--- src/rtl/dpll_lf_pkg.sv ---
package dpll_lf_pkg;

   localparam int unsigned DEF_ERR_W  = 16;
   localparam int unsigned DEF_GAIN_W = 16;
   localparam int unsigned DEF_FRAC   = 7;
   localparam int unsigned DEF_KP     = 2;
   localparam int unsigned DEF_KI     = 1;
   localparam int unsigned DEF_KD     = 2;
   localparam int unsigned DEF_ACC_W  = 24;
   localparam int unsigned DEF_CORR_W = 16;
   localparam int unsigned DEF_FW_W   = 26;
   localparam logic [DEF_FW_W-1:0] DEF_CENTRE = 26'h0080000;

   function automatic int unsigned max2(input int unsigned a, input int unsigned b);
      return (a > b) ? a : b;
   endfunction

   function automatic int unsigned max3(input int unsigned a, input int unsigned b,
                                        input int unsigned c);
      return max2(max2(a, b), c);
   endfunction

   function automatic bit is_pow2(input int unsigned v);
      return (v != 0) && ((v & (v - 1)) == 0);
   endfunction

endpackage

--- src/rtl/pid_sat.sv ---
module pid_sat #(
   parameter int unsigned IN_W  = 20,
   parameter int unsigned OUT_W = 16
) (
   input  logic signed [IN_W-1:0]  din,
   output logic signed [OUT_W-1:0] dout,
   output logic                    clip_hi,
   output logic                    clip_lo
);
   localparam int unsigned PAD = IN_W - OUT_W + 1;
   localparam logic signed [IN_W-1:0] HI = {{PAD{1'b0}}, {(OUT_W-1){1'b1}}};
   localparam logic signed [IN_W-1:0] LO = {{PAD{1'b1}}, {(OUT_W-1){1'b0}}};

   if (IN_W <= OUT_W) begin : g_bad_width
      $error("pid_sat: IN_W must exceed OUT_W");
   end

   always_comb begin
      clip_hi = (din > HI);
      clip_lo = (din < LO);
      if (clip_hi)      dout = HI[OUT_W-1:0];
      else if (clip_lo) dout = LO[OUT_W-1:0];
      else              dout = din[OUT_W-1:0];
   end
endmodule

--- src/rtl/pid_gain_term.sv ---
module pid_gain_term
   import dpll_lf_pkg::*;
#(
   parameter int unsigned IN_W   = 16,
   parameter int unsigned GAIN_W = 16,
   parameter int unsigned GAIN   = 2,
   parameter int unsigned FRAC   = 7,
   parameter int unsigned OUT_W  = IN_W + GAIN_W + 1
) (
   input  logic signed [IN_W-1:0]  x,
   output logic signed [OUT_W-1:0] y
);
   localparam int unsigned PW = IN_W + GAIN_W + 1;

   if (OUT_W != PW) begin : g_bad_out
      $error("pid_gain_term: OUT_W must equal IN_W+GAIN_W+1");
   end
   if (GAIN >= (1 << GAIN_W)) begin : g_bad_gain
      $error("pid_gain_term: GAIN does not fit GAIN_W");
   end
   if (FRAC >= PW) begin : g_bad_frac
      $error("pid_gain_term: FRAC too large");
   end

   logic signed [PW-1:0] x_ext;
   logic signed [PW-1:0] prod;

   assign x_ext = PW'(x);

   if (is_pow2(GAIN)) begin : g_shift
      localparam int unsigned SH = $clog2(GAIN);
      assign prod = x_ext <<< SH;
   end else begin : g_mult
      localparam logic signed [PW-1:0] G = PW'(GAIN);
      assign prod = x_ext * G;
   end

   assign y = prod >>> FRAC;
endmodule

--- src/rtl/pid_integrator.sv ---
module pid_integrator
   import dpll_lf_pkg::*;
#(
   parameter int unsigned INC_W = 33,
   parameter int unsigned ACC_W = 24
) (
   input  logic                    clk,
   input  logic                    rst_n,
   input  logic                    en,
   input  logic signed [INC_W-1:0] inc,
   output logic signed [ACC_W-1:0] acc_next,
   output logic signed [ACC_W-1:0] acc_q
);
   localparam int unsigned SW = max2(INC_W, ACC_W) + 1;
   localparam logic signed [ACC_W-1:0] ACC_HI = {1'b0, {(ACC_W-1){1'b1}}};
   localparam logic signed [ACC_W-1:0] ACC_LO = {1'b1, {(ACC_W-1){1'b0}}};

   if (ACC_W < 4) begin : g_bad_acc
      $error("pid_integrator: ACC_W too small");
   end

   logic signed [SW-1:0]    sum_w;
   logic signed [ACC_W-1:0] sum_sat;
   logic                    hi_unused;
   logic                    lo_unused;

   assign sum_w = SW'(acc_q) + SW'(inc);

   pid_sat #(.IN_W(SW), .OUT_W(ACC_W)) u_clamp (
      .din     (sum_w),
      .dout    (sum_sat),
      .clip_hi (hi_unused),
      .clip_lo (lo_unused)
   );

   assign acc_next = en ? sum_sat : acc_q;

   always_ff @(posedge clk or negedge rst_n) begin
      if (!rst_n) acc_q <= '0;
      else        acc_q <= acc_next;
   end

   // a full integrator fed a non-negative step stays at the upper limit
   a_r6_sat_hi: assert property (@(posedge clk) disable iff (!rst_n)
      (en && acc_q == ACC_HI && inc >= 0) |=> (acc_q == ACC_HI));
   // an empty integrator fed a non-positive step stays at the lower limit
   a_r6_sat_lo: assert property (@(posedge clk) disable iff (!rst_n)
      (en && acc_q == ACC_LO && inc <= 0) |=> (acc_q == ACC_LO));
   // no strobe, no integrator change
   a_r2_acc_hold: assert property (@(posedge clk) disable iff (!rst_n)
      !en |=> $stable(acc_q));
endmodule

--- src/rtl/dpll_loop_filter.sv ---
module dpll_loop_filter
   import dpll_lf_pkg::*;
#(
   parameter int unsigned ERR_W  = DEF_ERR_W,
   parameter int unsigned GAIN_W = DEF_GAIN_W,
   parameter int unsigned FRAC   = DEF_FRAC,
   parameter int unsigned KP     = DEF_KP,
   parameter int unsigned KI     = DEF_KI,
   parameter int unsigned KD     = DEF_KD,
   parameter int unsigned ACC_W  = DEF_ACC_W,
   parameter int unsigned CORR_W = DEF_CORR_W,
   parameter int unsigned FW_W   = DEF_FW_W,
   parameter logic [FW_W-1:0] CENTRE = DEF_CENTRE
) (
   input  logic                     clk,
   input  logic                     rst_n,
   input  logic                     err_vld,
   input  logic signed [ERR_W-1:0]  err_in,
   output logic signed [CORR_W-1:0] corr_out,
   output logic [FW_W-1:0]          freq_word
);
   localparam int unsigned P_W  = ERR_W + GAIN_W + 1;
   localparam int unsigned DF_W = ERR_W + 1;
   localparam int unsigned D_W  = DF_W + GAIN_W + 1;
   localparam int unsigned S_W  = max3(P_W, ACC_W, D_W) + 2;

   if (CORR_W > FW_W) begin : g_bad_corr
      $error("dpll_loop_filter: CORR_W must not exceed FW_W");
   end
   if (FRAC >= ACC_W) begin : g_bad_frac
      $error("dpll_loop_filter: FRAC must be below ACC_W");
   end

   logic signed [ERR_W-1:0]  prev_q;
   logic signed [DF_W-1:0]   diff;
   logic signed [P_W-1:0]    p_term;
   logic signed [P_W-1:0]    i_inc;
   logic signed [D_W-1:0]    d_term;
   logic signed [ACC_W-1:0]  acc_next;
   logic signed [ACC_W-1:0]  acc_q;
   logic signed [ACC_W-1:0]  i_term;
   logic signed [S_W-1:0]    sum_w;
   logic signed [CORR_W-1:0] corr_next;
   logic                     sum_hi;
   logic                     sum_lo;
   logic [FW_W-1:0]          fw_next;

   pid_gain_term #(.IN_W(ERR_W), .GAIN_W(GAIN_W), .GAIN(KP), .FRAC(FRAC)) u_prop (
      .x (err_in),
      .y (p_term)
   );

   pid_gain_term #(.IN_W(ERR_W), .GAIN_W(GAIN_W), .GAIN(KI), .FRAC(0)) u_intg_gain (
      .x (err_in),
      .y (i_inc)
   );

   pid_integrator #(.INC_W(P_W), .ACC_W(ACC_W)) u_intg (
      .clk      (clk),
      .rst_n    (rst_n),
      .en       (err_vld),
      .inc      (i_inc),
      .acc_next (acc_next),
      .acc_q    (acc_q)
   );

   assign i_term = acc_next >>> FRAC;
   assign diff   = DF_W'(err_in) - DF_W'(prev_q);

   pid_gain_term #(.IN_W(DF_W), .GAIN_W(GAIN_W), .GAIN(KD), .FRAC(FRAC)) u_deriv (
      .x (diff),
      .y (d_term)
   );

   assign sum_w = S_W'(p_term) + S_W'(i_term) + S_W'(d_term);

   pid_sat #(.IN_W(S_W), .OUT_W(CORR_W)) u_corr_sat (
      .din     (sum_w),
      .dout    (corr_next),
      .clip_hi (sum_hi),
      .clip_lo (sum_lo)
   );

   assign fw_next = CENTRE + FW_W'(corr_next);

   always_ff @(posedge clk or negedge rst_n) begin
      if (!rst_n) begin
         prev_q    <= '0;
         corr_out  <= '0;
         freq_word <= CENTRE;
      end else if (err_vld) begin
         prev_q    <= err_in;
         corr_out  <= corr_next;
         freq_word <= fw_next;
      end
   end

   // without a strobe both outputs and the stored error hold
   a_r2_hold: assert property (@(posedge clk) disable iff (!rst_n)
      !err_vld |=> ($stable(corr_out) && $stable(freq_word) && $stable(prev_q)));
   // the stored error follows the last accepted sample
   a_r5_prev: assert property (@(posedge clk) disable iff (!rst_n)
      err_vld |=> (prev_q == $past(err_in)));
   // an over-range sum lands on the positive limit
   a_r7_clip_hi: assert property (@(posedge clk) disable iff (!rst_n)
      (err_vld && sum_hi) |=> (corr_out == {1'b0, {(CORR_W-1){1'b1}}}));
   // an under-range sum lands on the negative limit
   a_r7_clip_lo: assert property (@(posedge clk) disable iff (!rst_n)
      (err_vld && sum_lo) |=> (corr_out == {1'b1, {(CORR_W-1){1'b0}}}));
   // oscillator word stays locked to the correction around the centre
   a_r8_word: assert property (@(posedge clk) disable iff (!rst_n)
      1'b1 |=> (freq_word == FW_W'(CENTRE + FW_W'(corr_out))));
endmodule

--- config.mk ---
export PLATFORM = sky130hd
export DESIGN_NAME = dpll_loop_filter
export DESIGN_NICKNAME = d
export VERILOG_FILES = /design/src/rtl/dpll_lf_pkg.sv /design/src/rtl/pid_sat.sv /design/src/rtl/pid_gain_term.sv /design/src/rtl/pid_integrator.sv /design/src/rtl/dpll_loop_filter.sv
export SDC_FILE = /design/constraint.sdc
export NUM_CORES = 1
export LEC_CHECK = 0
export BUFFER_PORTS_ARGS = -buffer_cell sky130_fd_sc_hd__buf_4
export CAP_MARGIN = 20
export CELL_PAD_IN_SITES_DETAIL_PLACEMENT = 0
export CELL_PAD_IN_SITES_GLOBAL_PLACEMENT = 1
export CORE_UTILIZATION = 45
export DETAILED_ROUTE_END_ITERATION = 7
export GPL_TIMING_DRIVEN = 0
export PLACE_DENSITY = 0.85
export REMOVE_ABC_BUFFERS = 1
export SLEW_MARGIN = 20
export SYNTH_ARGS = -nofsm -noshare
export SYNTH_HDL_FRONTEND = slang
export SYNTH_SLANG_ARGS = --single-unit
--- constraint.sdc ---
create_clock -name clk -period 11.8 [get_ports clk]
set_input_delay 1.77 -clock clk [delete_from_list [all_inputs] [get_ports clk]]
set_output_delay 1.77 -clock clk [all_outputs]
set_load 0.1 [all_outputs]
# After elaboration in Yosys (flattened, before gate mapping)
# Cells that the tools add are included.
# classes
n_addsub	5
n_lt_le_gt_ge	4
n_mux	5
# ops
operator	count
24-bit 2-to-1 mux	3
34-bit by 24-bit > comparator with 1-bit output (second input constant)	1
34-bit by 24-bit less-than comparator with 1-bit output (second input constant)	1
16-bit 2-to-1 mux	2
24-bit by 16-bit adder with 25-bit output	1
21-bit by 16-bit adder with 22-bit output (first input constant)	1
18-bit by 11-bit adder with 19-bit output	1
19-bit by 16-bit > comparator with 1-bit output (second input constant)	1
19-bit by 16-bit less-than comparator with 1-bit output (second input constant)	1
10-bit by 17-bit adder with 18-bit output	1
16-bit by 16-bit subtractor with 17-bit output	1
# totals
reg_bits	82
in_bits	19
output_inout_bits	42
wordCells	19

# Longest topological paths before layout
# depth
ltp_word	11
ltp_mapped	27
mapped_depth_nobuf	25

# Modules after synthesis
# A second synthesis with hierarchy kept.
# unflattened
cells_unflattened	1070
hier_area_um2	9180.1
# by_module_without_submodules
mod	instances	cells_per_inst	area_per_inst_um2	seq_area_each_um2
dpll_loop_filter	1	517	4643.2	827.0
pid_integrator	1	349	2954.1	600.6
pid_sat at u_intg.u_clamp	1	71	581.8	0.0
pid_gain_term at u_intg_gain ...	2	33	247.7	0.0
pid_gain_term at u_deriv	1	34	255.2	0.0
pid_sat at u_corr_sat	1	33	250.2	0.0

# Least setup slack after synthesis
# No wires, ideal clock.
# synth_path
kind	in2reg
from	input err_in[0]
to	register corr_out[10]
setup_time_ps	67
t_arrival_ps	6891
required_time_ps	11733
setup_slack_ps	4842
path_stages	26
n_path_buf	2
cell_sequence	ha_1 inv_1 fa_1 nand2b_1 a21oi_1 o41a_1 o211ai_2 a21oi_2 a211oi_2 o31ai_1 buf_2 nor2_4 a21oi_1 fa_1 ha_1 fa_1 a211oi_1 o211ai_1 a41o_1 a21oi_1 xnor2_1 nand3_1 and2_1 nand2_1 buf_2 o221a_2
# synth_via
elab_chain_cells	10
word_cells_on_any_way	13
classes_between	add/sub (4); order compare (4); mux (5)
# synth_lines
item	line	text
start, declared	dpll_loop_filter.sv:18	input logic signed [ERR_W-1:0] err_in,
24-bit by 16-bit adder with 25-bit output (*)	pid_integrator.sv:27	assign sum_w = SW'(acc_q) + SW'(inc);
34-bit by 24-bit less-than comparator with 1-bit output	pid_sat.sv:20	clip_lo = (din < LO);
24-bit 2-to-1 mux	pid_sat.sv:22	else if (clip_lo) dout = LO[OUT_W-1:0];
24-bit 2-to-1 mux (*)	pid_sat.sv:21	if (clip_hi) dout = HI[OUT_W-1:0];
24-bit 2-to-1 mux (*)	pid_integrator.sv:36	assign acc_next = en ? sum_sat : acc_q;
named net acc_next[8]	dpll_loop_filter.sv:39	logic signed [ACC_W-1:0] acc_next;
10-bit by 17-bit adder with 18-bit output (*)	dpll_loop_filter.sv:75	assign sum_w = S_W'(p_term) + S_W'(i_term) + S_W'(d_term);
18-bit by 11-bit adder with 19-bit output (*)	dpll_loop_filter.sv:75	
19-bit by 16-bit less-than comparator with 1-bit output	pid_sat.sv:20	
16-bit 2-to-1 mux	pid_sat.sv:22	
16-bit 2-to-1 mux (*)	pid_sat.sv:21	
end signal, assigned	dpll_loop_filter.sv:93	corr_out <= corr_next;
end, declared	dpll_loop_filter.sv:19	output logic signed [CORR_W-1:0] corr_out,
# Mark *: on every way through the listed nets, which the timed path passes. The rest lies on a longest branch.
# A chain may end at the register's enable or synchronous reset.

# Final worst setup path
# layout_path
from	input err_in[0]
to	register corr_out[5]
# The elaborated chain is that of the path after synthesis.

==> run metrics <==
list of cells traversed by the critical path=buf_4 > ha_1 > inv_1 > fa_1 > nand2b_1 > a21oi_1 > o41a_1 > o211ai_2 > a21oi_2 > a211oi_2 > mux2i_2 > nand2_1 > o2bb2ai_1 > fa_1 > fa_1 > a211oi_1 > o211ai_1 > a41o_1 > a21oi_1 > xnor2_1 > nand3_1 > and2_1 > nand2_1 > o221a_2; global-route wire length before repair=19800 microns; most frequent cell on the critical path=sky130_fd_sc_hd__fa_1; number of remaining DRC errors=6; flip-flop and latch count after synthesis=57; RSZ-0062 raised after global routing=no; cells after synthesis=623; number of antenna-violating nets in the routed design=0; Site Rows=39; Max Clk Rate=124 MHz; clock network latency to the later pin of the worst-skew pair=0.33 ns; number of buffers inserted during clock tree synthesis=9; synth cell count leaders=62 x sky130_fd_sc_hd__a21oi_1, 62 x sky130_fd_sc_hd__inv_1, 56 x sky130_fd_sc_hd__dfrtp_1, 56 x sky130_fd_sc_hd__ha_1, 47 x sky130_fd_sc_hd__nand2_1; max-cap violation count=0; clock tree from TritonCTS=done; Yosys warning count=0; effective utilization at floorplan=47.1%; post-synthesis cell type count=63; area growth from synthesis to layout=11.5%; largest net degree at the start of global routing=83; netlist area before placement=5470 sq um; worst-case clock skew=0.00512 ns; total I/O pin count=61; width of the die=112 microns; htree depth=3; sum of negative setup slack=0 ns; clk sinks=57; number of resized instances in the post-cts repair step=0; Vert. Die Dim=112 microns; final setup fails=0; antenna violations before repair=0; met2 layer wire length in the routed design=5430 microns; first-pass detailed-route iteration total=8; synth top area cells=sky130_fd_sc_hd__dfrtp_1 26%, sky130_fd_sc_hd__ha_1 13%, sky130_fd_sc_hd__fa_1 7.0%; initial DRC count=306; register clock-pin slew on the reported worst setup and hold paths=0.05 ns; layout cells sized above 1=15.9%; highest signal layer in the routed design=met4; fraction of the cycle the final worst path needs=68.6%; final worst path period need=8.09 ns; post-cts hold buffer count=0; Seq/Total Area, Yosys=26.1%; global placer's final weighted congestion=0.832; vias after detailed routing=4461; peak per-stage delay on the critical path=0.70 ns; wire length per cell=14.6 microns; kind of end point of the critical path=flop; fraction of post-synthesis cell area in the top cell type by area=25.6%; main flop type after synthesis=sky130_fd_sc_hd__dfrtp_1; Post-CTS Setup Repair Bufs=0; Final Hold Slack=0.494 ns; die footprint=12600 sq um; Worst Tran Pin Value=0.857 ns; number of diodes=0; run status=finished, violations left; Crit Path Category=input pin to flop; Req. time, crit path=12.07 ns; buffers from clock root to sink, at most=2; Yosys top cell by area=sky130_fd_sc_hd__dfrtp_1; overall routed net length=11700 microns; headroom to the max-slew limit=41.8%; area of the core=11600 sq um; I/O Buffers=54; total global routing overflow=0; asr flop ratio synth=100%; Tot GR Track Use=19.6%; Worst EP arrival=8.37 ns; estimated wirelength of the detail-placed design=8910 microns; final max-slew violation count=0; Post-Route M1 WL=5640 microns; final count of hold timing violations=0; met3 WL post-DR=363 microns; type of origin of the critical path=input pin; number of nets in the final layout=748; post-DR vias/cell=5.56; violated checks=design-rule violations; Critical-path top delay cell=sky130_fd_sc_hd__mux2i_2; via count of the first global-routing pass=4217; CTS root buffer=sky130_fd_sc_hd__clkbuf_16; count of flip-flops with a built-in enable after synthesis=0; post-synthesis area per instance=8.78 sq um; setup slack on the worst flop-to-flop path=4.87 ns; largest fanout on the critical path=14; worst hold path class=flop to flop
## metrics by stage
step | instances | utilization, % | cell area [sq um] | setup slack [ns]
after floorplan | 588 | - | 5230 | 4.42
after global placement | 785 | 50.1 | 5820 | 2.84
after detailed placement | 786 | 50.2 | 5830 | 3.47
after CTS | 802 | 52.5 | 6100 | 3.76
after global routing | 802 | 52.5 | 6100 | 3.26
final | 802 | 52.5 | 6100 | 3.71
## cell type report
class	instances	area, sq um
fillers	1081	5520
multi-input cells	469	3580
flip-flops and latches	57	1430
repair buffers	55	413
clock buffers	12	246
inverters	62	233
well taps	143	179
clock inverters	4	20.0
## cells by family after synthesis
logic type,count (synthesis),synth area share [%]
DFF,57,26.1
adders and majority gates,76,20.0
buffers and inverters,102,8.95
other,1,0.0686
xor gates and xnor gates,43,6.89
and+or+nand+nor,138,12.0
AOI/OAI and AO/OA,200,24.9
muxes,6,1.14
## cell usage in the layout (no fill, tap or decap), types with 3 or more instances in the layout
master	instances
sky130_fd_sc_hd__inv_1	62
sky130_fd_sc_hd__a21oi_1	62
sky130_fd_sc_hd__ha_1	56
sky130_fd_sc_hd__dfrtp_1	56
sky130_fd_sc_hd__buf_4	55
sky130_fd_sc_hd__nand2_1	47
sky130_fd_sc_hd__nor2_1	36
sky130_fd_sc_hd__o21ai_0	36
sky130_fd_sc_hd__a21o_1	30
sky130_fd_sc_hd__xnor2_1	25
sky130_fd_sc_hd__fa_1	19
sky130_fd_sc_hd__xor2_1	18
sky130_fd_sc_hd__o221a_2	14
sky130_fd_sc_hd__nand2b_1	13
sky130_fd_sc_hd__clkbuf_16	9
sky130_fd_sc_hd__nor2b_1	8
sky130_fd_sc_hd__o211ai_1	6
sky130_fd_sc_hd__nand3_1	6
sky130_fd_sc_hd__and2_1	6
sky130_fd_sc_hd__o2bb2ai_1	6
sky130_fd_sc_hd__conb_1	6
sky130_fd_sc_hd__nor3_1	5
sky130_fd_sc_hd__o21a_1	5
sky130_fd_sc_hd__a211oi_1	4
sky130_fd_sc_hd__and3_1	4
sky130_fd_sc_hd__or2_2	4
sky130_fd_sc_hd__a31oi_1	4
sky130_fd_sc_hd__clkinv_2	4
sky130_fd_sc_hd__o22ai_1	3
sky130_fd_sc_hd__mux2i_1	3
sky130_fd_sc_hd__a211o_1	3
sky130_fd_sc_hd__o31ai_1	3
## path summary, 6_finish.rpt
kind                                  from         endpoint  depth (start not counted)
setup / recovery                 err_in[0]      corr_out[5]                         24
max in group asynchronous            rst_n       prev_q[15]                          1
setup reg to reg           u_intg.acc_q[0]      corr_out[5]                         23
hold / removal             u_intg.acc_q[0]  u_intg.acc_q[0]                          1
hold reg to reg            u_intg.acc_q[0]  u_intg.acc_q[0]                          1
min in group asynchronous            rst_n      corr_out[3]                          1
## critical path: cells and delay by family
| family | cells | cell delay [ns] |
|---|---|---|
| buffers and inverters | 2 | 0.16 |
| AND/OR/NAND/NOR | 5 | 1.17 |
| XOR/XNOR | 1 | 0.18 |
| AO/OA/AOI/OAI | 11 | 2.78 |
| adder cells (fa/ha/maj) | 4 | 1.59 |
| multiplexers | 1 | 0.70 |
## state kept, by name, summed over array words and instances, names as in the netlist
name,cells
corr_out,15
freq_word,2
prev_q,16
u_intg.acc_q,24
## per-layer routing
| layer | vias to the layer above | GRT usage, % |
|---|---|---|
| met4 | 0 | 7.73 |
| met1 | 2132 | 26.3 |
| li1 | 2219 | - |
| met5 | - | 0 |
| met2 | 94 | 31.8 |
| met3 | 16 | 3.02 |
Power is left out: the tool's default activity adds up to more than one toggle a clock period on the data nets, which glitch-free logic cannot reach.
